<file path="src/rtl/pm_pkg.sv">
package pm_pkg;

  typedef enum logic [2:0] {
    ST_SETRST = 3'd0,
    ST_WAITR  = 3'd1,
    ST_OPRST  = 3'd2,
    ST_RUN    = 3'd3,
    ST_STOP   = 3'd4,
    ST_WAITN  = 3'd5
  } pm_state_t;

  typedef struct packed {
    logic clk_en;
    logic osc_en;
    logic pll_en;
    logic pin_hiz;
    logic op_rst;
    logic cpu_halt;
  } pm_ctrl_t;

  function automatic logic pm_is_wait(pm_state_t s);
    return (s == ST_WAITR) || (s == ST_WAITN);
  endfunction

  function automatic pm_ctrl_t pm_decode(pm_state_t s, logic pll_on, logic pll_keep);
    pm_ctrl_t c;
    c.clk_en   = 1'b1;
    c.osc_en   = 1'b1;
    c.pll_en   = pll_on;
    c.pin_hiz  = 1'b0;
    c.op_rst   = 1'b0;
    c.cpu_halt = 1'b1;
    case (s)
      ST_SETRST: c.op_rst = 1'b1;
      ST_WAITR: begin
        c.clk_en = 1'b0;
        c.op_rst = 1'b1;
      end
      ST_OPRST:  c.op_rst = 1'b1;
      ST_RUN:    c.cpu_halt = 1'b0;
      ST_STOP: begin
        c.clk_en  = 1'b0;
        c.osc_en  = 1'b0;
        c.pll_en  = pll_on & pll_keep;
        c.pin_hiz = 1'b1;
      end
      ST_WAITN:  c.clk_en = 1'b0;
      default:   c.op_rst = 1'b1;
    endcase
    return c;
  endfunction

endpackage

</file>
<file path="src/rtl/pm_stab_timer.sv">
module pm_stab_timer #(
  parameter int WAIT_LOG0 = 10,
  parameter int WAIT_LOG1 = 13,
  parameter int WAIT_LOG2 = 15,
  parameter int WAIT_LOG3 = 17,
  parameter int SEL_W     = 2
) (
  input  logic             clk,
  input  logic             rst,
  input  logic             clear,
  input  logic             run,
  input  logic [SEL_W-1:0] sel,
  output logic             done
);
  localparam int MAX01 = (WAIT_LOG0 > WAIT_LOG1) ? WAIT_LOG0 : WAIT_LOG1;
  localparam int MAX23 = (WAIT_LOG2 > WAIT_LOG3) ? WAIT_LOG2 : WAIT_LOG3;
  localparam int MAXL  = (MAX01 > MAX23) ? MAX01 : MAX23;
  localparam int CW    = MAXL + 1;
  localparam logic [CW-1:0] ONE  = {{(CW-1){1'b0}}, 1'b1};
  localparam logic [CW-1:0] LIM0 = ONE << WAIT_LOG0;
  localparam logic [CW-1:0] LIM1 = ONE << WAIT_LOG1;
  localparam logic [CW-1:0] LIM2 = ONE << WAIT_LOG2;
  localparam logic [CW-1:0] LIM3 = ONE << WAIT_LOG3;

  logic [CW-1:0] cnt_q;
  logic [CW-1:0] lim_q;
  logic [CW-1:0] lim_pick;
  logic          done_q;

  always_comb begin
    case (sel)
      2'd0:    lim_pick = LIM0;
      2'd1:    lim_pick = LIM1;
      2'd2:    lim_pick = LIM2;
      default: lim_pick = LIM3;
    endcase
  end

  always_ff @(posedge clk) begin
    if (rst) begin
      cnt_q  <= '0;
      lim_q  <= LIM0;
      done_q <= 1'b0;
    end else if (clear) begin
      cnt_q  <= '0;
      lim_q  <= lim_pick;
      done_q <= 1'b0;
    end else if (run) begin
      if (cnt_q != lim_q) cnt_q <= cnt_q + ONE;
      done_q <= (cnt_q == lim_q - ONE);
    end else begin
      done_q <= 1'b0;
    end
  end

  assign done = done_q;

  // expiry pulse only when the count has reached the captured limit
  assert_done_at_limit_R3: assert property (@(posedge clk) disable iff (rst)
    done_q |-> (cnt_q == lim_q));

  // expiry is a single-cycle pulse
  assert_done_single_R3: assert property (@(posedge clk) disable iff (rst)
    done_q |=> !done_q);

endmodule

</file>
<file path="src/rtl/pm_state_fsm.sv">
module pm_state_fsm
  import pm_pkg::*;
(
  input  logic      clk,
  input  logic      rst,
  input  logic      stop_req,
  input  logic      wake,
  input  logic      op_rst_req,
  input  logic      set_rst_req,
  input  logic      wait_done,
  output pm_state_t state_q,
  output pm_state_t state_nxt,
  output logic      tmr_clear,
  output logic      tmr_run,
  output logic      restart_set
);
  pm_state_t st_q, nxt;
  logic      flag_q;

  always_comb begin
    nxt = st_q;
    if (set_rst_req) begin
      nxt = ST_SETRST;
    end else begin
      case (st_q)
        ST_SETRST: nxt = ST_WAITR;
        ST_WAITR:  if (wait_done) nxt = ST_OPRST;
        ST_OPRST:  if (!op_rst_req) nxt = ST_RUN;
        ST_RUN: begin
          if (op_rst_req)    nxt = ST_OPRST;
          else if (stop_req) nxt = ST_STOP;
        end
        ST_STOP: begin
          if (op_rst_req) nxt = ST_WAITR;
          else if (wake)  nxt = ST_WAITN;
        end
        ST_WAITN: begin
          if (op_rst_req)     nxt = ST_WAITR;
          else if (wait_done) nxt = ST_RUN;
        end
        default: nxt = ST_SETRST;
      endcase
    end
  end

  always_ff @(posedge clk) begin
    if (rst) begin
      st_q   <= ST_SETRST;
      flag_q <= 1'b1;
    end else begin
      st_q <= nxt;
      if (nxt == ST_SETRST)
        flag_q <= 1'b1;
      else if (nxt == ST_STOP && st_q != ST_STOP)
        flag_q <= 1'b0;
      else if (st_q == ST_RUN && nxt == ST_OPRST)
        flag_q <= 1'b0;
    end
  end

  assign state_q     = st_q;
  assign state_nxt   = nxt;
  assign tmr_clear   = (nxt != st_q) && pm_is_wait(nxt);
  assign tmr_run     = pm_is_wait(st_q);
  assign restart_set = flag_q;

  // settings reset request wins from every state
  assert_setrst_prio_R9: assert property (@(posedge clk) disable iff (rst)
    set_rst_req |=> (st_q == ST_SETRST));

  // stop is reachable only from run
  assert_stop_from_run_R6: assert property (@(posedge clk) disable iff (rst)
    (st_q == ST_STOP) |-> ($past(st_q) == ST_RUN || $past(st_q) == ST_STOP));

  // run is entered only from operation reset or the run-flavoured wait
  assert_run_entry_R4: assert property (@(posedge clk) disable iff (rst)
    (st_q == ST_RUN && $past(st_q) != ST_RUN) |->
      ($past(st_q) == ST_OPRST || $past(st_q) == ST_WAITN));

  // restart flag is frozen while running
  assert_flag_stable_R5: assert property (@(posedge clk) disable iff (rst)
    (st_q == ST_RUN && $past(st_q) == ST_RUN) |-> $stable(flag_q));

endmodule

</file>
<file path="src/rtl/pm_out_reg.sv">
module pm_out_reg
  import pm_pkg::*;
(
  input  logic      clk,
  input  logic      rst,
  input  pm_state_t state_nxt,
  input  logic      pll_on,
  input  logic      pll_keep,
  output pm_ctrl_t  ctrl
);
  pm_ctrl_t ctrl_q;

  always_ff @(posedge clk) begin
    if (rst) ctrl_q <= pm_decode(ST_SETRST, pll_on, pll_keep);
    else     ctrl_q <= pm_decode(state_nxt, pll_on, pll_keep);
  end

  assign ctrl = ctrl_q;

  // release of the operation reset always lands in a clocked, running CPU
  assert_rst_release_R4: assert property (@(posedge clk) disable iff (rst)
    $fell(ctrl_q.op_rst) |-> (ctrl_q.clk_en && !ctrl_q.cpu_halt));

  // pins float only after a clocked run cycle
  assert_hiz_entry_R6: assert property (@(posedge clk) disable iff (rst)
    $rose(ctrl_q.pin_hiz) |-> ($past(ctrl_q.clk_en) && !$past(ctrl_q.cpu_halt)));

endmodule

</file>
<file path="src/rtl/pm_state_ctrl.sv">
module pm_state_ctrl
  import pm_pkg::*;
#(
  parameter int WAIT_LOG0 = 10,
  parameter int WAIT_LOG1 = 13,
  parameter int WAIT_LOG2 = 15,
  parameter int WAIT_LOG3 = 17
) (
  input  logic       clk,
  input  logic       rst,
  input  logic       stop_req,
  input  logic       wake,
  input  logic       op_rst_req,
  input  logic       set_rst_req,
  input  logic [1:0] wait_sel,
  input  logic       pll_on,
  input  logic       pll_keep,
  output logic       clk_en,
  output logic       osc_en,
  output logic       pll_en,
  output logic       pin_hiz,
  output logic       op_rst,
  output logic       cpu_halt,
  output logic       restart_set
);
  localparam int SEL_W = 2;

  pm_state_t st_q, st_nxt;
  logic      tmr_clear, tmr_run, tmr_done;
  pm_ctrl_t  ctrl;

  pm_state_fsm u_fsm (
    .clk         (clk),
    .rst         (rst),
    .stop_req    (stop_req),
    .wake        (wake),
    .op_rst_req  (op_rst_req),
    .set_rst_req (set_rst_req),
    .wait_done   (tmr_done),
    .state_q     (st_q),
    .state_nxt   (st_nxt),
    .tmr_clear   (tmr_clear),
    .tmr_run     (tmr_run),
    .restart_set (restart_set)
  );

  pm_stab_timer #(
    .WAIT_LOG0 (WAIT_LOG0),
    .WAIT_LOG1 (WAIT_LOG1),
    .WAIT_LOG2 (WAIT_LOG2),
    .WAIT_LOG3 (WAIT_LOG3),
    .SEL_W     (SEL_W)
  ) u_tmr (
    .clk   (clk),
    .rst   (rst),
    .clear (tmr_clear),
    .run   (tmr_run),
    .sel   (wait_sel),
    .done  (tmr_done)
  );

  pm_out_reg u_out (
    .clk       (clk),
    .rst       (rst),
    .state_nxt (st_nxt),
    .pll_on    (pll_on),
    .pll_keep  (pll_keep),
    .ctrl      (ctrl)
  );

  assign clk_en   = ctrl.clk_en;
  assign osc_en   = ctrl.osc_en;
  assign pll_en   = ctrl.pll_en;
  assign pin_hiz  = ctrl.pin_hiz;
  assign op_rst   = ctrl.op_rst;
  assign cpu_halt = ctrl.cpu_halt;

  // gated clocks in a wait never coincide with floating pins
  assert_wait_pins_R2: assert property (@(posedge clk) disable iff (rst)
    (pm_is_wait(st_q)) |-> (!pin_hiz && osc_en));

endmodule

</file>
<file path="config.mk">
export PLATFORM = sky130hd
export DESIGN_NAME = pm_state_ctrl
export DESIGN_NICKNAME = d
export VERILOG_FILES = /design/src/rtl/pm_pkg.sv /design/src/rtl/pm_stab_timer.sv /design/src/rtl/pm_state_fsm.sv /design/src/rtl/pm_out_reg.sv /design/src/rtl/pm_state_ctrl.sv
export SDC_FILE = /design/constraint.sdc
export NUM_CORES = 1
export LEC_CHECK = 0
export BUFFER_PORTS_ARGS = -buffer_cell sky130_fd_sc_hd__buf_2
export CORE_MARGIN = 3
export CORE_UTILIZATION = 54
export CTS_BUF_LIST = sky130_fd_sc_hd__clkbuf_8
export DETAILED_ROUTE_END_ITERATION = 12
export MAX_ROUTING_LAYER = met4
export PLACE_DENSITY = 0.81
export SYNTH_ARGS = -nofsm -noshare
export SYNTH_HDL_FRONTEND = slang
export SYNTH_HIERARCHICAL = 1
export SYNTH_SLANG_ARGS = --single-unit
</file>
<file path="constraint.sdc">
create_clock -name clk -period 2.4 [get_ports clk]
set_input_delay 0.24 -clock clk [delete_from_list [all_inputs] [get_ports clk]]
set_output_delay 0.24 -clock clk [all_outputs]
set_load 0.01 [all_outputs]
</file>
Word level (Yosys, flattened, before mapping)
Index checks and enable logic that the tools add are counted.
{ "totals": {"reg_bits": 47, "output_inout_bits": 7, "word_cells": 64} }
{ "op_classes": {"addsub": 2, "eq_ne": 16, "mux": 18, "bitwise": 2, "reduce_logical": 15} }
{ "ops": {"columns": ["cell", "count"], "rows": [
  ["18-bit one-hot mux with 3 select lines", 1],
  ["3-bit two-way mux", 10],
  ["18-bit by 1-bit adder with 18-bit output (second input constant)", 1],
  ["18-bit equality test", 1],
  ["18-bit inequality test", 1],
  ["3-bit one-hot mux with 6 select lines", 1],
  ["18-bit by 1-bit subtractor with 18-bit output (second input constant)", 1],
  ["3-bit by 2-bit equality test with 1-bit output (second input constant)", 4],
  ["3-bit equality test (second input constant)", 4],
  ["3-bit OR reduction", 3],
  ["3-bit by 1-bit equality test with 1-bit output (second input constant)", 2],
  ["3-bit logical NOT", 2],
  ["1-bit two-way mux", 5],
  ["4-bit two-way mux", 1],
  ["2-bit OR reduction", 2],
  ["1-bit logical AND", 3],
  ["3-bit inequality test", 1],
  ["3-bit inequality test (second input constant)", 1],
  ["2-bit by 1-bit equality test with 1-bit output (second input constant)", 1],
  ["2-bit equality test (second input constant)", 1],
  ["2-bit logical NOT", 1],
  ["1-bit logical OR", 2],
  ["2-bit AND reduction", 1],
  ["2-bit nonzero test", 1],
  ["2 further kinds", 2]
]} }

Longest topological paths before layout
Gate-level depths: netlist of the first run.
{ "logic_depth": {"depth_word": 8, "depth_mapped": 8} }

Cells and area by module
The synthesis of the first run kept the hierarchy.
{ "modules_own_cells": {"columns": ["mod", "instances", "cells_each", "area_each_um2", "seq_area_each_um2"], "rows": [
  ["pm_stab_timer", 1, 141, 1218.7, 460.4],
  ["pm_state_fsm", 1, 34, 272.8, 80.1],
  ["pm_out_reg", 1, 15, 181.4, 120.1]
]} }

Worst setup path after synthesis of the first run
Ideal clock, no wire load.
{ "synth_timing": {"kind": "reg-to-reg", "start": "register u_tmr.cnt_q[0]", "end": "register u_tmr.cnt_q[2]", "arrival_ps": 2148, "setup_slack_ps": 133, "path_stages_with_launch": 9, "n_path_buf": 1, "period_less_slack_ps": 2267, "path_cell_list": "dfxtp_1 > inv_1 > ha_1 > or4b_1 > or4_4 > o41ai_4 > buf_6 > nor4_1 > o21bai_1"} }
{ "synth_between": {"elab_chain_len": 2} }
{ "synth_rtl": {"columns": ["element", "line", "rtl"], "rows": [
  ["start: declaration", "pm_stab_timer.sv:25", "logic [CW-1:0] cnt_q;"],
  ["start signal: assignment", "pm_stab_timer.sv:49", "if (cnt_q != lim_q) cnt_q <= cnt_q + ONE;"],
  ["branches (longest 2 deep; another with 18-bit by 1-bit adder with 18-bit output)", null, null]
]} }
Parallel ways; which one is timed is not known.
A chain may end at the register's enable or synchronous reset.

Worst setup path in the final report of the first run
{ "layout_timing": {"start": "register u_tmr.cnt_q[0]", "end": "register u_tmr.cnt_q[1]"} }
The elaborated chain is that of the path after synthesis.

==> results by stage, run 1 <==
Status:
- The run finished with clean final reports.

Pwr:
- The power per cell area is between 500 and 600 nW/um^2.
- The total chip power is 1.06 mW.
- The worst-case IR drop observed on VDD is between 0.3 and 0.4 mV.
- For this design the static power due to leakage is about 0.73 nW.

Worst setup path:
- The critical path in this run is classified as register to register.
- On the critical path the largest part of the delay comes from simple AND/OR/NAND/NOR gates.
- Traced cell by cell, the critical path runs through inv_2, ha_1, or4b_4, or4_4, o41ai_4, buf_4, buf_4, nand3_1, o21ai_0.
- The worst register-to-register path begins at u_tmr/cnt_q[0]$_SDFFE_PP0P_.
- The highest-delay cell along the critical path is sky130_fd_sc_hd__or4b_4.
- The dominant cell type by count on the critical path is sky130_fd_sc_hd__buf_4.
- The endpoint identified for the worst register-to-register timing path is u_tmr/cnt_q[1]$_SDFFE_PP0P_.
- The critical path data arrival time is between 2 and 2.5 ns.
- STA classifies the critical path startpoint as a register.
- The setup slack of the most critical reg-to-reg path is approximately 0.11 ns.
- The maximum fanout along the worst path is 6.
- For the worst setup path, the data required time is ~2.6 ns.
- The number of cell instances on the worst register-to-register path is 9.
- The number of buffer and inverter stages on the critical path is 3.
- The worst setup path is captured at a register.
- For this run, the slowest stage of the critical path takes about 0.45 ns.

Yosys:
- Among all flip-flop cells after synthesis, the most frequent one is sky130_fd_sc_hd__dfxtp_1.
- The Yosys step of the flow raised 6 warnings.
- The average instance area after synthesis is 8.80 sq um.
- The number of distinct standard cells referenced by the synthesized netlist is between 40 and 50.
- Counting flops and latches in the post-synthesis netlist gives 33.
- The fraction of the yosys area taken by sequential cells is roughly two fifths.
- The number of enable-type register cells in the synthesized netlist is 0.
- After synthesis, the most frequently instantiated cells are 33 x sky130_fd_sc_hd__dfxtp_1, 14 x sky130_fd_sc_hd__nor2_1, 13 x sky130_fd_sc_hd__a21oi_1, 13 x sky130_fd_sc_hd__nand2_1, 12 x sky130_fd_sc_hd__xor2_1.
- Yosys instantiated no cell more often than sky130_fd_sc_hd__dfxtp_1.
- After synthesis, the cell types taking the most area are sky130_fd_sc_hd__dfxtp_1 39%, sky130_fd_sc_hd__xor2_1 6.3%, sky130_fd_sc_hd__a21oi_1 3.9%.
- In this run the cell area of the synthesized design comes to approximately 1700 sq um.
- The net count after synthesis is 203.
- The share of synthesized flip-flops with an asynchronous set or reset is 0%.
- The area share of the largest cell type after synthesis is between 30% and 40%.
- Counting every instance in the synthesized netlist gives 190.
- The cell taking the most area after synthesis is sky130_fd_sc_hd__dfxtp_1.

STA:
- At the pin with the least slew margin, the transition time is ~0.55 ns.
- Measured against its own limit, the worst slew margin works out to 63.1%.
- Adding up every negative setup slack in the final design gives 0 ns.
- The count of endpoints failing setup in the final report is 0.
- The final critical delay including setup and external delays is ~2.3 ns.
- The worst clock skew is approximately 0.0032 ns.
- The count of final max-slew check failures came to 0.
- Setup repair after global routing left no endpoint under its margin.
- The portion of the clock cycle consumed by the worst path in the final layout is a little over nine tenths.
- The highest clock frequency the design can meet is between 400 and 500 MHz.
- The number of failing hold endpoints at the final stage is 0.

Clock network:
- CTS placed an instance of sky130_fd_sc_hd__clkbuf_8 at the clock tree root.
- In this run the number of H-tree levels came out at 2.
- The clock slew seen by the registers of the worst setup and hold paths is ~0.060 ns.
- The CTS tree is done.
- The number of buffers between clock root and the deepest sink is 2.
- The total of hold buffers inserted after clock tree synthesis is 0.
- The insertion delay of the later-clocked pin in the worst-skew pair is about 0.28 ns.
- Clock tree synthesis inserted a total of 5 buffers.
- The clock drives 33 sinks.

Die:
- The row count is 19.
- Pin placement for this block handled 17 I/O pins.
- The die covers ~3800 sq um.
- The total area inside the core boundary comes to roughly 2900 sq um.
- The y dimension of the die is about 62 um.
- The initial cell density of the core is around 59%.
- From left edge to right edge, the die measures 61.7 um.

Hold path:
- The start point of the worst min-delay path is pll_on.
- The path with the worst hold slack has its endpoint at u_out/ctrl[3]$_DFF_P_.
- The number of cells on the worst hold path is 2.
- The path class of the lowest-slack min-delay path is primary input to register.

Cells and area:
- Once layout is done, the placed cells without fillers occupy 1900 sq um.
- 0 antenna diodes ended up in the layout.
- The fraction of final layout cells sized beyond drive strength 1 is a little under a quarter.
- The area growth from synthesis to layout is 13.7%.
- At the end of the flow, the number of nets in the layout was 227.

Route:
- The highest metal layer with signal wires is met4.
- In the detailed route, the total length drawn on met3 is 159 um.
- Dividing the detail-routed via count by the number of cells gives 6.02.
- The routed wire length is around 3500 um.
- For this run, design rule violations remaining after detail routing come to 0.
- The per-cell routed wire length is 14.5 um.
- The via count is 1,476.
- The detailed router finished its first iteration with 54 violations.
- The count of nets left with antenna violations once routing finished came out at 0.
- The number of iterations in the first detailed-routing pass is 4.
- For this block, wires on met1 add up to approximately 1700 um.
- The met2 layer wire length in the routed design is ~1700 um.

Placed design:
- The HPWL after detailed placement is between 2000 and 3000 um.
- Input and output buffers added on the ports amount to 16.
- Once placement finished, the instance area stood at 1800 sq um.
- At the end of routability-driven placement, the weighted congestion stood at 0.857.

Run:
- The reported max-cap violation count is 0.

Global routing:
- The number of antenna violations at the first check in global routing was 0.
- The global-route wire length before repair is slightly below 6000 um.
- The total grt overflow is 0.
- Global routing used between 20% and 30% of the available tracks.
- Entering global routing, the biggest net connects 16 pins.
- The via count of the first global-routing pass is 1,325.
how the worst max path moves through the flow:
stage                                start                      endpoint  slack [ns]  cells past startpoint
2_1_floorplan  u_tmr/cnt_q[0]$_SDFFE_PP0P_   u_tmr/cnt_q[2]$_SDFFE_PP0P_        0.13                      8
3_5_place_dp   u_tmr/cnt_q[0]$_SDFFE_PP0P_   u_tmr/cnt_q[2]$_SDFFE_PP0P_         0.1                      8
3_3_place_gp   u_tmr/cnt_q[0]$_SDFFE_PP0P_  u_tmr/cnt_q[13]$_SDFFE_PP0P_        0.19                      8
6_report       u_tmr/cnt_q[0]$_SDFFE_PP0P_   u_tmr/cnt_q[1]$_SDFFE_PP0P_        0.11                      9
4_1_cts        u_tmr/cnt_q[0]$_SDFFE_PP0P_  u_tmr/cnt_q[13]$_SDFFE_PP0P_        0.07                      8
5_1_grt        u_fsm/state_q[2]$_SDFF_PP0_   u_tmr/cnt_q[7]$_SDFFE_PP0P_        0.01                      7
per-stage QoR:
stage	util [%]	worst slack [ns]	cells	hold WS [ns]
after floorplan	-	0.133	190	0.309
after global placement	63.0	0.194	237	0.439
after detailed placement	63.0	0.0977	237	0.460
after CTS	66.1	0.0748	244	0.164
after global routing	66.7	0.0127	245	0.166
final	66.7	0.114	245	0.175
routing by layer:
metal / up-vias / GRT usage, %
met3: 6 / 7.55
met1: 696 / 28.2
met4: 0 / 8.48
met2: 30 / 32.1
met5: - / -
li1: 744 / -
logic make-up (layout without fill, tap and decap cells):
| kind of cell | after synthesis | in the layout | synth area share (%) |
|---|---|---|---|
| AND/OR/NAND/NOR | 85 | 85 | 29.7 |
| AO/OA/AOI/OAI | 41 | 41 | 17.4 |
| flip-flops | 33 | 33 | 39.5 |
| buffers and inverters | 15 | 39 | 4.34 |
| XOR/XNOR | 13 | 13 | 6.81 |
| adder cells (fa/ha/maj) | 3 | 3 | 2.24 |
cell type report:
cell class                 instances  area, sq um
clock buffer                       6         82.6
clock inverter                     1         3.75
fill                             246          951
inverter                           9         33.8
multi-input combinational        142          943
sequential                        33          663
tap                               31         38.8
timing repair buffer              23          136
power breakdown:
part	leakage [nW]	internal, mW	total, mW	switching (mW)
logic	0.417	0.0412	0.0923	0.0511
clock network	0.0485	0.223	0.403	0.180
registers	0.268	0.555	0.561	0.00588
registers in the layout, summed over array words and instances (netlist names):
signal             cells
u_out/ctrl             6
u_fsm/state_q          3
u_tmr/done             1
u_tmr/cnt_q           18
u_tmr/lim_q            4
u_fsm/restart_set      1
what timing repair did:
action / in CTS / in global routing
endpoints found under the setup margin: 0 / 6
setup buffers: 0 / 1
gates resized for setup: 0 / 6
layout by cell type (no fill, tap or decap), types with 2 or more instances in the layout:
cell type                  instances
sky130_fd_sc_hd__xor2_1           12
sky130_fd_sc_hd__nand3b_1          4
sky130_fd_sc_hd__ha_1              3
sky130_fd_sc_hd__or4_2             3
sky130_fd_sc_hd__and3_2            2
sky130_fd_sc_hd__o21ai_0          11
sky130_fd_sc_hd__nor4_1            5
sky130_fd_sc_hd__or2_2             2
sky130_fd_sc_hd__or4b_4            2
sky130_fd_sc_hd__buf_2            16
sky130_fd_sc_hd__nand3_1           7
sky130_fd_sc_hd__and4_1            2
sky130_fd_sc_hd__nor2_1           14
sky130_fd_sc_hd__buf_4             6
sky130_fd_sc_hd__or3_2             2
sky130_fd_sc_hd__or3_1             4
sky130_fd_sc_hd__and3_1            3
sky130_fd_sc_hd__clkbuf_8          6
sky130_fd_sc_hd__nor3_1            5
sky130_fd_sc_hd__a21oi_1          13
sky130_fd_sc_hd__dfxtp_1          31
sky130_fd_sc_hd__a21o_1            2
sky130_fd_sc_hd__nand4_1           5
sky130_fd_sc_hd__o31ai_1           3
sky130_fd_sc_hd__dfxtp_2           2
sky130_fd_sc_hd__and2_1            3
sky130_fd_sc_hd__inv_1             9
sky130_fd_sc_hd__nand2b_1          5
sky130_fd_sc_hd__nand2_1          13
No activity file was read; power rests on OpenSTA's default activity.
==> run 2: changes to the inputs <==
--- a/config.mk
+++ b/config.mk
@@ -6,12 +6,15 @@
 export NUM_CORES = 1
 export LEC_CHECK = 0
 export BUFFER_PORTS_ARGS = -buffer_cell sky130_fd_sc_hd__buf_2
+export CELL_PAD_IN_SITES_DETAIL_PLACEMENT = 0
+export CELL_PAD_IN_SITES_GLOBAL_PLACEMENT = 1
 export CORE_MARGIN = 3
-export CORE_UTILIZATION = 54
+export CORE_UTILIZATION = 41
 export CTS_BUF_LIST = sky130_fd_sc_hd__clkbuf_8
 export DETAILED_ROUTE_END_ITERATION = 12
 export MAX_ROUTING_LAYER = met4
 export PLACE_DENSITY = 0.81
+export SLEW_MARGIN = 40
 export SYNTH_ARGS = -nofsm -noshare
 export SYNTH_HDL_FRONTEND = slang
 export SYNTH_HIERARCHICAL = 1
==> results by stage, run 2 (synthesized netlist as in run 1, its figures left out) <==
Placed design:
- The post-placement cell count is 254 (+7.2%).
- The sum of net half-perimeters after detailed placement is 2650 um (+0.59%).
- The routability-driven placement congestion ratio is 0.806 (-6.0%).
- The port buffer count is 16 (unchanged).
- The total cell area at the placement stage is 1820 sq um (+1.2%).

Worst setup path:
- The setup path with the least slack is of type register to register.
- The data required time at the worst endpoint is 2.57 ns (-0.04 ns).
- The critical path data arrival time is 2.46 ns (-0.03 ns).
- The worst setup path is launched from a register.
- Tracing the worst setup path back leads to its startpoint at u_tmr/cnt_q[0]$_SDFFE_PP0P_.
- The element type at the critical path end is a register.
- The startpoint of the lowest-slack register-to-register path is u_tmr/cnt_q[0]$_SDFFE_PP0P_.
- The maximum fanout along the worst path came to 8 (+2).

Global routing:
- The via count of the first global-routing pass is 1,432 (+8.1%).
- The number of antenna violations at the first check in global routing was 0 (unchanged).
- The total grt overflow came to 0 (unchanged).
- The largest net degree at the start of global routing is 16 (unchanged).
- The global-route wire length before repair is 6360 um (+7.6%).
- The global-route total usage across every layer is 16.4% (-5.8 points).

Clock network:
- The number of clock buffers inserted by TritonCTS is 5 (unchanged).
- The number of buffers between clock root and the deepest sink came to 2 (unchanged).
- The maximum level of the CTS H-tree came to 2 (unchanged).
- TritonCTS built the clock tree.
- The buffer type at the clock tree root is sky130_fd_sc_hd__clkbuf_8.
- The insertion delay of the later-clocked pin in the worst-skew pair is 0.29 ns (about the same).
- The clock slew seen by the registers of the worst setup and hold paths is 0.07 ns (about the same).
- The clock sink count is 33 (unchanged).

Route:
- The number of iterations in the first detailed-routing pass is 6 (+2).
- The via count is 1,503 (+1.8%).
- The routed wire length is 3680 um (+3.6%).
- The per-cell routed wire length came to 13.9 um (-3.9%).
- The starting DRC count in detailed routing came to 94 (+74%).
- The remaining number of nets flagged by the antenna check after routing is 0 (unchanged).
- The number of vias per cell is 5.69 (-5.5%).
- The DRC violations left is 0 (unchanged).

STA:
- The transition at the pin with the smallest max-transition slack was 0.377 ns (-0.172 ns).
- The final critical delay including setup and external delays came to 2.29 ns (+0.000686 ns).
- The highest clock frequency the design can meet was 437 MHz (about the same).
- The count of endpoints failing setup in the final report is 0 (unchanged).
- The worst clock skew was 0.0125 ns (+0.00936 ns).
- The count of final max-slew check failures is 0 (unchanged).
- The portion of the clock cycle consumed by the worst path in the final layout came to 95.3% (about the same).
- The final setup TNS came to 0 ns (unchanged).
- The number of failing hold endpoints at the final stage was 0 (unchanged).
- The hold slack was 0.161 ns (-0.0139 ns).
- The headroom to the max-slew limit came to 74.8% (+12 points).

Die:
- The area of the placeable core is 3800 sq um (+33%).
- The initial cell density of the core came to 44.0% (-15 points).
- The total die area is 4880 sq um (+28%).
- The row count was 22 (+3).
- The boundary pin count was 17 (unchanged).
- The overall die width is 69.9 um (+13%).
- The y dimension of the die is 69.9 um (+13%).

Cells and area:
- The count of filler cells inserted in the layout was 356 (+45%).
- The count of inserted antenna diode cells was 0 (unchanged).
- The number of flip-flops in the largest register is 18 (unchanged).
- The footprint of the multi-input gates came to 945 sq um (+0.13%).
- The post-route standard cell area excluding fillers came to 1980 sq um (+4.3%).
- The area added between synthesis and finish is 18.5%.
- The largest register by flop count is u_tmr/cnt_q.
- The number of nets in the layout is 228 (+0.44%).
- In the layout the commonest cells are 31 x sky130_fd_sc_hd__dfxtp_1, 16 x sky130_fd_sc_hd__buf_2, 14 x sky130_fd_sc_hd__nor2_1.
- The post-route non-filler standard cell count is 264 (+7.8%).
- Leaving out fill and tap cells, the most frequent cell in the layout is sky130_fd_sc_hd__dfxtp_1.
- The fraction of the core area covered by cells at the end of the flow is 52.2% (-14 points).
- The fraction of final layout cells sized beyond drive strength 1 is 24.5% (+1.2 points).
- The register area is 663 sq um (unchanged).

Pwr:
- The leakage power figure is 0.763 nW (+4.0%).
- The power per cell area is 646 nW/um^2 (+16%).
- The largest voltage drop on the vdd net is 0.316 mV (-20%).

Hold path:
- The tightest min-delay check is of the primary input to register type.
- The start point of the worst min-delay path is pll_on.

Status:
- The flow ran to the end, and the final reports show no timing, DRC or antenna violations.

Run:
- The reported max-cap violation count is 0 (unchanged).
==> run 2: final timing paths <==
| check | to | slack, ns | cells past startpoint |
|---|---|---|---|
| worst max-delay path | u_tmr/cnt_q[2]$_SDFFE_PP0P_ | 0.11 | 8 |
| worst min-delay path | u_out/ctrl[3]$_DFF_P_ | 0.16 | 2 |
| worst max register to register | u_tmr/cnt_q[2]$_SDFFE_PP0P_ | 0.11 | 8 |
| worst min register to register | u_fsm/restart_set$_SDFFE_PP1P_ | 0.48 | 2 |
==> run 2: layer usage <==
metal | up-vias | track usage (%) | routed length (um)
met3 | 8 | 4.60 | 157
met5 | - | - | 0
li1 | 742 | - | -
met2 | 40 | 24.6 | 1650
met1 | 713 | 20.8 | 1800
met4 | 0 | 6.38 | 68
==> run 2: layout make-up <==
type / instances / area share, %
Clock buffer: 5 / 3.47
Inverter: 9 / 1.70
Timing Repair Buffer: 24 / 7.44
Clock inverter: 3 / 3.28
Multi-Input combinational cell: 142 / 47.6
Tap cell: 48 / 3.03
Sequential cell: 33 / 33.4
==> run 2: through the flow <==
| step | setup WS, ns | power (mW) |
|---|---|---|
| after floorplan | 0.133 | 0.629 |
| after global placement | 0.126 | 0.655 |
| after detailed placement | 0.0307 | 0.659 |
| after CTS | 0.0181 | 1.28 |
| after global routing | -0.0137 | 1.33 |
| final | 0.113 | 1.28 |
==> run 2: power by group <==
part,switching (mW),internal [mW]
Clock,0.216,0.413
Sequential,0.00583,0.555
Combinational,0.0511,0.0419
==> run 2: repair_timing <==
action	4_1_cts	5_1_grt
gates resized for setup	0	8
hold buffers	0	0
setup endpoints to repair	0	8
setup buffers	0	1
==> run 2: critical path, stage by stage, from the launching register on <==
cell,delay [ns]
sky130_fd_sc_hd__dfxtp_2,0.33
sky130_fd_sc_hd__inv_2,0.06
sky130_fd_sc_hd__ha_1,0.13
sky130_fd_sc_hd__or4b_1,0.44
sky130_fd_sc_hd__or4_4,0.44
sky130_fd_sc_hd__o41ai_4,0.40
sky130_fd_sc_hd__buf_6,0.19
sky130_fd_sc_hd__nor4_1,0.04
sky130_fd_sc_hd__o21bai_1,0.15
==> run 3: changes to the inputs <==
--- a/config.mk
+++ b/config.mk
@@ -12,6 +12,7 @@
 export CORE_UTILIZATION = 41
 export CTS_BUF_LIST = sky130_fd_sc_hd__clkbuf_8
 export DETAILED_ROUTE_END_ITERATION = 12
+export GPL_TIMING_DRIVEN = 0
 export MAX_ROUTING_LAYER = met4
 export PLACE_DENSITY = 0.81
 export SLEW_MARGIN = 40
==> results by stage, run 3 (synthesized netlist as in run 1, its figures left out) <==
STA:
- The highest clock frequency the design can meet is 436 MHz (-0.34%).
- The headroom to the max-slew limit was 61.9% (-13 points).
- The portion of the clock cycle consumed by the worst path in the final layout is 95.6% (+0.32 points).
- The final setup TNS is 0 ns (unchanged).
- The number of failing hold endpoints at the final stage was 0 (unchanged).
- The worst clock skew is 0.00164 ns (-0.0109 ns).
- The count of final max-slew check failures came to 0 (unchanged).
- The hold slack came to 0.158 ns (-0.00292 ns).
- The transition at the pin with the smallest max-transition slack is 0.570 ns (+0.193 ns).
- The count of endpoints failing setup in the final report is 0 (unchanged).
- The final critical delay including setup and external delays is 2.29 ns (+0.00779 ns).

Cells and area:
- In the layout the commonest cells are 31 x sky130_fd_sc_hd__dfxtp_1, 17 x sky130_fd_sc_hd__buf_2, 14 x sky130_fd_sc_hd__nor2_1.
- The footprint of the multi-input gates was 953 sq um (+0.93%).
- The library cell used most frequently in the layout, excluding fill and tap cells, is sky130_fd_sc_hd__dfxtp_1.
- The number of flip-flops in the largest register was 18 (unchanged).
- The number of nets in the layout is 231 (+1.3%).
- The fraction of final layout cells sized beyond drive strength 1 was 25.1% (+0.58 points).
- The count of inserted antenna diode cells is 0 (unchanged).
- The register area is 663 sq um (unchanged).
- The post-route non-filler standard cell count is 267 (+1.1%).
- The area growth from synthesis to layout is 17.7%.
- The fraction of the core area covered by cells at the end of the flow is 51.8% (-0.36 points).
- The count of filler cells inserted in the layout is 375 (+5.3%).
- Ranked by flip-flop count, first place goes to u_tmr/cnt_q.

Worst setup path:
- The data required time at the worst endpoint is 2.63 ns (+0.06 ns).
- The critical path startpoint category is a register.
- The critical path data arrival time is 2.52 ns (+0.06 ns).
- The number of cell instances on the worst register-to-register path came to 8 (unchanged).
- The setup slack of the most critical reg-to-reg path came to 0.11 ns (about the same).
- The end of the worst register-to-register path is u_tmr/cnt_q[7]$_SDFFE_PP0P_.
- The type of the setup path with the least slack is register to register.
- The worst register-to-register path begins at u_fsm/state_q[0]$_SDFF_PP0_.
- Walking the worst path, the cells encountered are nor2b_4, a31oi_4, nand3_2, a211oi_2, or2_2, clkbuf_1, or4_2, nand2_1.
- The maximum fanout along the worst path is 7 (-1).
- The worst setup path is captured at a register.
- On the critical path, the stage with the largest delay is an instance of sky130_fd_sc_hd__or4_2.
- The delay of the slowest cell on the worst path is 0.67 ns (+0.23 ns).

Hold path:
- The number of cells on the worst hold path is 2 (unchanged).
- In this run the worst hold path is classified as primary input to register.
- The worst min-delay path endpoint is u_out/ctrl[3]$_DFF_P_.
- The start point of the worst min-delay path is pll_on.

Global routing:
- The global-route layer with the greatest usage is met2.
- The number of antenna violations at the first check in global routing is 0 (unchanged).
- The via count of the first global-routing pass is 1,373 (-4.1%).
- The largest net degree at the start of global routing came to 16 (unchanged).
- The total grt overflow is 0 (unchanged).
- The met3 track demand over resource in global routing was 4.75% (+0.14 points).
- The global-route total usage across every layer is 16.1% (-0.24 points).
- The met1 global-route usage came to 20.2% (-0.69 points).
- The global-route wire length before repair came to 6190 um (-2.7%).
- The met2 track utilization from global routing was 24.1% (-0.42 points).

Route:
- The number of vias per cell is 5.55 (-2.5%).
- The per-cell routed wire length is 14.3 um (+2.6%).
- The starting DRC count in detailed routing was 78 (-17%).
- The via count is 1,482 (-1.4%).
- The routed wire length came to 3810 um (+3.8%).
- The remaining number of nets flagged by the antenna check after routing is 0 (unchanged).
- The DRC violations left was 0 (unchanged).
- The number of iterations in the first detailed-routing pass is 4 (-2).

Die:
- The initial cell density of the core came to 44.0% (unchanged).
- The overall die width is 69.9 um (unchanged).
- The area of the placeable core is 3800 sq um (unchanged).
- The row count is 22 (unchanged).
- The y dimension of the die is 69.9 um (unchanged).
- The boundary pin count is 17 (unchanged).
- The total die area was 4880 sq um (unchanged).

Placed design:
- The sum of net half-perimeters after detailed placement came to 2650 um (unchanged).
- The port buffer count is 15 (-1).
- The post-placement cell count came to 253 (-0.39%).
- The routability-driven placement congestion ratio came to 0.791 (-1.8%).

Clock network:
- The buffer type at the clock tree root is sky130_fd_sc_hd__clkbuf_8.
- The clock sink count is 33 (unchanged).
- The CTS tree is done.
- The insertion delay of the later-clocked pin in the worst-skew pair is 0.28 ns (about the same).
- The number of clock buffers inserted by TritonCTS is 5 (unchanged).
- The clock slew seen by the registers of the worst setup and hold paths came to 0.07 ns (about the same).
- The number of buffers between clock root and the deepest sink was 2 (unchanged).
- The maximum level of the CTS H-tree came to 2 (unchanged).

Run:
- The reported max-cap violation count came to 0 (unchanged).

Status:
- The run finished with clean final reports.

Pwr:
- The largest voltage drop on the vdd net is 0.450 mV (+43%).
- The power per cell area is 568 nW/um^2 (-12%).
- The leakage power figure is 0.756 nW (-1.0%).
-- run 3: how the worst max path moves through the flow --
stage | start | end | slack (ns) | depth (start not counted)
after floorplan | u_tmr/cnt_q[0]$_SDFFE_PP0P_ | u_tmr/cnt_q[2]$_SDFFE_PP0P_ | 0.13 | 8
after global placement | u_tmr/cnt_q[0]$_SDFFE_PP0P_ | u_tmr/cnt_q[2]$_SDFFE_PP0P_ | -0.09 | 8
after detailed placement | u_tmr/cnt_q[0]$_SDFFE_PP0P_ | u_tmr/cnt_q[2]$_SDFFE_PP0P_ | -0.14 | 8
after CTS | u_fsm/state_q[0]$_SDFF_PP0_ | u_tmr/cnt_q[7]$_SDFFE_PP0P_ | 0.04 | 8
after global routing | u_fsm/state_q[0]$_SDFF_PP0_ | u_tmr/cnt_q[7]$_SDFFE_PP0P_ | -0.0002 | 8
final | u_fsm/state_q[0]$_SDFF_PP0_ | u_tmr/cnt_q[7]$_SDFFE_PP0P_ | 0.11 | 8
-- run 3: cell type report --
type,count,share of cell area [%]
timing repair buffer,21,5.97
buffer,6,2.03
clock inverter,1,0.254
clock buffer,7,4.89
tap,48,3.05
multi-input combinational,142,48.4
inverter,9,1.72
sequential,33,33.7
-- run 3: critical path: cells and delay by family, from the launching register on --
kind | cells | cell delay, ns
buf+inv | 1 | 0.21
flops | 1 | 0.42
simple gates | 5 | 1.43
compound gates | 2 | 0.17
-- run 3: metal layers --
layer	vias to the layer above	share of wire [%]
met3	5	5.4
li1	743	-
met4	0	1.5
met2	42	45
met1	692	48
met5	-	0
-- run 3: through the flow --
stage               cell area (sq um)  power [mW]  setup WS (ns)
global placement                 1810       0.655        -0.0898
detailed placement               1810       0.659         -0.138
finish                           1970        1.12          0.106
global route                     1970        1.17      -0.000166
CTS                              1950        1.13         0.0377
floorplan                        1670       0.629          0.133
-- run 3: repair_timing --
item | in CTS | in global routing
hold buffers | 0 | 0
resized for setup | 5 | 3
gates cloned | 1 | 0
pin swaps | 2 | 3
setup endpoints to repair | 10 | 16
setup buffers | 3 | 2
-- run 3: power breakdown --
part	switching [mW]	leakage (nW)	internal, mW
Clock	0.203	0.0542	0.259
Sequential	0.00577	0.268	0.555
Combinational	0.0542	0.433	0.0427
Total	0.263	0.756	0.857
